### config.mk
export PLATFORM = sky130hd
export DESIGN_NAME = shadow_pwm
export DESIGN_NICKNAME = d
export VERILOG_FILES = /design/src/rtl/shadow_pwm_pkg.sv /design/src/rtl/shadow_pwm_regs.sv /design/src/rtl/shadow_pwm_prescaler.sv /design/src/rtl/shadow_pwm_frame.sv /design/src/rtl/shadow_pwm.sv
export SDC_FILE = /design/constraint.sdc
export NUM_CORES = 1
export LEC_CHECK = 0
export CAP_MARGIN = 15
export CORE_MARGIN = 3
export CORE_UTILIZATION = 45
export CTS_CLUSTER_DIAMETER = 60
export CTS_CLUSTER_SIZE = 14
export DETAILED_ROUTE_END_ITERATION = 7
export GPL_ROUTABILITY_DRIVEN = 0
export PLACE_DENSITY = 0.74
export SYNTH_ARGS = -nofsm -noshare
export SYNTH_HDL_FRONTEND = slang
export SYNTH_SLANG_ARGS = --single-unit
### constraint.sdc
create_clock -name clk -period 2.5 [get_ports clk]
set_clock_uncertainty 0.1 [all_clocks]
set_input_delay 0.25 -clock clk [delete_from_list [all_inputs] [get_ports clk]]
set_output_delay 0.25 -clock clk [all_outputs]
set_load 0.03 [all_outputs]
### src/rtl/shadow_pwm_pkg.sv
package shadow_pwm_pkg;
    localparam int DATA_W = 8;
    localparam int RATE_W = 4;
    localparam int ADDR_W = 2;
    localparam int DIV_W  = (1 << RATE_W) - 1;

    typedef enum logic [ADDR_W-1:0] {
        SEL_CTRL   = 2'd0,
        SEL_WIDTH  = 2'd1,
        SEL_FRAME  = 2'd2,
        SEL_UNUSED = 2'd3
    } reg_sel_e;

    typedef struct packed {
        logic [RATE_W-1:0] rate;
        logic              pol;
        logic              run;
    } ctrl_t;

    function automatic ctrl_t decode_ctrl(input logic [DATA_W-1:0] d);
        ctrl_t c;
        c.rate = d[7:4];
        c.pol  = d[1];
        c.run  = d[0];
        return c;
    endfunction

    function automatic logic [DIV_W-1:0] rate_mask(input logic [RATE_W-1:0] r);
        logic [DIV_W-1:0] m;
        for (int i = 0; i < DIV_W; i++) begin
            m[i] = (i < int'(r));
        end
        return m;
    endfunction
endpackage

### src/rtl/shadow_pwm_regs.sv
module shadow_pwm_regs
    import shadow_pwm_pkg::*;
(
    input  logic              clk,
    input  logic              rst,
    input  logic              wr_en,
    input  logic [ADDR_W-1:0] wr_addr,
    input  logic [DATA_W-1:0] wr_data,
    output ctrl_t             ctrl,
    output logic [DATA_W-1:0] width_q,
    output logic [DATA_W-1:0] frame_q
);
    always_ff @(posedge clk) begin
        if (rst) begin
            ctrl    <= '0;
            width_q <= '0;
            frame_q <= '1;
        end else if (wr_en) begin
            case (reg_sel_e'(wr_addr))
                SEL_CTRL:  ctrl    <= decode_ctrl(wr_data);
                SEL_WIDTH: width_q <= wr_data;
                SEL_FRAME: frame_q <= wr_data;
                default:   ;
            endcase
        end
    end

    AST_RESET_VALUES: assert property (@(posedge clk) disable iff (rst)
        $past(rst) |-> (ctrl == '0 && width_q == '0 && frame_q == '1));
endmodule

### src/rtl/shadow_pwm_prescaler.sv
module shadow_pwm_prescaler
    import shadow_pwm_pkg::*;
(
    input  logic              clk,
    input  logic              rst,
    input  logic              run,
    input  logic              hold,
    input  logic [RATE_W-1:0] rate,
    output logic              tick
);
    logic [DIV_W-1:0] div_q;
    logic [DIV_W-1:0] mask;

    assign mask = rate_mask(rate);
    assign tick = run && !hold && ((div_q & mask) == mask);

    always_ff @(posedge clk) begin
        if (rst || !run) begin
            div_q <= '0;
        end else if (!hold) begin
            div_q <= div_q + {{(DIV_W-1){1'b0}}, 1'b1};
        end
    end

    AST_TICK_SPACING: assert property (@(posedge clk) disable iff (rst)
        (tick && rate != '0) |=> (!tick || rate != $past(rate)));
endmodule

### src/rtl/shadow_pwm_frame.sv
module shadow_pwm_frame
    import shadow_pwm_pkg::*;
(
    input  logic              clk,
    input  logic              rst,
    input  logic              run,
    input  logic              tick,
    input  logic [DATA_W-1:0] width_q,
    input  logic [DATA_W-1:0] frame_q,
    output logic [DATA_W-1:0] cnt,
    output logic [DATA_W-1:0] act_width,
    output logic [DATA_W-1:0] act_frame
);
    logic wrap;
    assign wrap = tick && (cnt == act_frame);

    always_ff @(posedge clk) begin
        if (rst) begin
            cnt       <= '0;
            act_width <= '0;
            act_frame <= '1;
        end else if (!run) begin
            cnt       <= '0;
            act_width <= width_q;
            act_frame <= frame_q;
        end else if (wrap) begin
            cnt       <= '0;
            act_width <= width_q;
            act_frame <= frame_q;
        end else if (tick) begin
            cnt <= cnt + DATA_W'(1);
        end
    end

    AST_CNT_IN_FRAME: assert property (@(posedge clk) disable iff (rst)
        run |-> (cnt <= act_frame));
    AST_SHADOW_HOLD: assert property (@(posedge clk) disable iff (rst)
        (run && !wrap) |=> (!run || ($stable(act_frame) && $stable(act_width))));
endmodule

### src/rtl/shadow_pwm.sv
module shadow_pwm
    import shadow_pwm_pkg::*;
(
    input  logic        clk,
    input  logic        rst,
    input  logic        wr_en,
    input  logic [1:0]  wr_addr,
    input  logic [7:0]  wr_data,
    input  logic        wait_i,
    input  logic        stop_i,
    output logic        pwm_o
);
    ctrl_t             ctrl;
    logic [DATA_W-1:0] width_q;
    logic [DATA_W-1:0] frame_q;
    logic [DATA_W-1:0] cnt;
    logic [DATA_W-1:0] act_width;
    logic [DATA_W-1:0] act_frame;
    logic              tick;

    shadow_pwm_regs u_regs (
        .clk     (clk),
        .rst     (rst),
        .wr_en   (wr_en),
        .wr_addr (wr_addr),
        .wr_data (wr_data),
        .ctrl    (ctrl),
        .width_q (width_q),
        .frame_q (frame_q)
    );

    shadow_pwm_prescaler u_pre (
        .clk  (clk),
        .rst  (rst),
        .run  (ctrl.run),
        .hold (stop_i),
        .rate (ctrl.rate),
        .tick (tick)
    );

    shadow_pwm_frame u_frame (
        .clk       (clk),
        .rst       (rst),
        .run       (ctrl.run),
        .tick      (tick),
        .width_q   (width_q),
        .frame_q   (frame_q),
        .cnt       (cnt),
        .act_width (act_width),
        .act_frame (act_frame)
    );

    logic in_pulse;
    assign in_pulse = (cnt < act_width);

    always_comb begin
        if (!ctrl.run) pwm_o = 1'b1;
        else           pwm_o = in_pulse ? ctrl.pol : !ctrl.pol;
    end

    AST_IDLE_HIGH: assert property (@(posedge clk) disable iff (rst)
        !ctrl.run |-> pwm_o);
    AST_STOP_FREEZE: assert property (@(posedge clk) disable iff (rst)
        (stop_i && ctrl.run) |=> (!ctrl.run || $stable(cnt)));
    AST_WAIT_NO_EFFECT: assert property (@(posedge clk) disable iff (rst)
        (wait_i && ctrl.run && !stop_i && ctrl.rate == '0) |-> tick);
endmodule

==> flow_summary.yaml <==
status:
  status: "finished clean"
floorplanning:
  die_w_um: 86.1
  start_util_pct: 47.6
  die_area_mm2: 0.00741
  core_mm2: 0.00606
  io_pins: 16
  rows: 28
  die_h_um: 86.1
sta:
  hold_ws_ns: 0.365
  setup_violations: 0
  rsz0062_at_grt: "yes"
  fin_crit_sh_pct: 98.9
  maxSlewViolCount: 0
  hold_violations: 0
  maxSlewHeadroom_pct: 64.1
  layout_setup_ws_ns: 0.0263
  finalCriticalPeriod_ns: 2.47
  max_slew.worst_pin.slew_ns: 0.538
  max_freq_mhz: 404
synthesis:
  synthFlopType: "dfxtp_1"
  syn_area_per_cell_um2: 9.27
  synth_fp_nets: 335
  ys_warn_count: 0
  ys_types: 46
  netlist_top_cells_count: "61 x dfxtp_1, 49 x nor2_1, 26 x nand2_1"
  synth_most_common_cell: "dfxtp_1"
  synthDominantCellAreaShare_pct: 42.3
  netlist_instances: 311
  seq_area_frac_synth_pct: 42.3
  synth-seq-cells: 61
  synth-edff-count: 0
  synthTopCellsByArea: "dfxtp_1 42%, mux2i_1 7.6%, nor2_1 6.4%"
  syn-cell-area_mm2: 0.00288
  async_flop_share_pct: 0
  synth_top_area_cell: "dfxtp_1"
finish:
  nets: 372
  diodes: 0
  syn_to_final_growth_pct: 20.9
  fin_util_pct: 57.5
  drive_above_1_share_pct: 19.8
setup_path:
  critical_path.slowest_cell: "mux2_4"
  arrival_ns: 2.12
  crit_required_ns: 2.15
  cp_top_family: "compound AO/OA/AOI/OAI gates"
  critical-path-max-stage-delay_ns: 0.34
  crit_chain: "inv_2, ha_4, a21o_1, a21oi_2, o21ai_2, a221oi_2, mux2_4, buf_6"
  cp-end-kind: "output port"
  crit_buf_inv: 2
  crit_type: "flip-flop to output port"
  cp_max_fo: 2
  crit_path_start: "u_frame.act_width[1]"
  worst_setup_path_start_kind: "flip-flop"
  r2r-start: "u_regs.ctrl[5]"
pwr:
  power_frac_comb_pct: 7.6
  internal-power_uw: 1560
  power.leakage_uw: 0.00133
  p_sw_uw: 459
  powerDensity_mw_per_mm2: 579
  p_total_uw: 2020
  vdd_drop_max_uv: 573
  switching_share_pct: 22.7
  pwr-share-seq_pct: 50.0
  power.share.clock_pct: 42.4
clocking:
  cts_sinks: 61
  cts_tree: "yes"
  cts-htree-levels: 3
  post-cts-setup-buffer-count: 0
  path_clk_slew_ns: 0.07
  cts_inserted_buffers: 9
  cts_root_buf: "clkbuf_8"
  clk_latency_ns: 0.34
  clk_path_buf_depth: 2
grt:
  grt_pass1_wl_mm: 10.1
  first_global_vias: 2157
  grt_max_degree: 39
  grt-ovfl-total: 0
  grt_use_total_pct: 17.5
  antenna_found_initial: 0
route:
  postRouteAntennaNets: 0
  drt-wirelength-per-cell_um: 13.6
  drt_iter0_drc: 96
  viasPerCell: 5.18
  firstDrtPassIters: 4
  drc: 0
  finalWirelength_mm: 5.81
  vias: 2218
placement:
  io_buffers: 14
  dp_hpwl_mm: 4.16
  place_ws_ns: -0.263
flow_run:
  maxCapViolCount: 0
worst_hold_path:
  hold_start: "u_regs.frame_q[1]"
  hp-class: "flip-flop to flip-flop"
## worst paths after layout
check                      end  slack, ns  cells after the start
max                      pwm_o       0.03                      8
min          u_regs.frame_q[1]       0.37                      2
max reg2reg     u_frame.cnt[7]       0.21                      7
min reg2reg  u_regs.frame_q[1]       0.37                      2
## power groups by stage
stage	combinational (uW)	sequential, uW	clock (uW)
2_1_floorplan	94.5	1030	0
4_1_cts	153	1010	875
6_report	154	1010	856
3_5_place_dp	149	1030	0
3_3_place_gp	145	1030	0
5_1_grt	170	1010	913
## logic make-up (layout without fill, tap and decap cells)
kind of cell,Yosys count,in the layout,synth area share [%]
DFF,61,61,42.3
adders and majority gates,9,9,3.90
xor gates and xnor gates,26,26,7.90
AOI/OAI and AO/OA,36,36,10.5
muxes,23,23,8.03
buffers and inverters,24,66,4.21
and+or+nand+nor,132,132,23.2
## routing by layer
metal	wire, um	global-route usage, %	vias up
met3	185	5.96	10
met1	2840	22.4	1031
met2	2680	27.0	36
met5	0	0	-
li1	-	-	1141
met4	110	6.91	0
## stage by stage
stage          instance area (um^2)  setup TNS [ns]  instances
2_1_floorplan                  2880               0        311
3_3_place_gp                   3230          -0.177        412
3_5_place_dp                   3230          -0.263        412
4_1_cts                        3460         -0.0335        428
5_1_grt                        3490         -0.0536        428
6_report                       3490               0        428
## state kept, by name (all words and copies together) (netlist names)
| name | cells |
|---|---|
| u_frame.act_frame | 8 |
| u_frame.act_width | 8 |
| u_frame.cnt | 8 |
| u_pre.div_q | 15 |
| u_regs.ctrl | 6 |
| u_regs.frame_q | 8 |
| u_regs.width_q | 8 |
## timing repair
action | CTS | global route
pin swaps | 5 | 7
gates resized for setup | 14 | 6
gates cloned | 0 | 0
hold buffers | 0 | 0
setup endpoints to repair | 1 | 1
## cells in the final DEF, fill, tap and decap left out, types with 10 or more instances in the layout
cell,instances
dfxtp_1,58
xor2_1,14
xnor2_1,12
clkbuf_8,10
nand2_1,26
clkdlybuf4s50_1,13
buf_4,23
mux2i_1,22
nor2_1,49
inv_1,10
nand3b_1,10
## layout make-up
| class | instances | area, um^2 |
|---|---|---|
| Tap cell | 75 | 93.8 |
| Multi-Input combinational cell | 226 | 1600 |
| Clock buffer | 12 | 145 |
| Fill cell | 509 | 2570 |
| Clock inverter | 4 | 47.5 |
| Inverter | 12 | 45.0 |
| Timing Repair Buffer | 38 | 334 |
| Sequential cell | 61 | 1220 |
## tightest hold or removal path, delay by kind of cell (launching register included)
kind / cells / cell delay, ns
flops: 1 / 0.32
simple gates: 2 / 0.11
(Power assumes the default switching activity.)
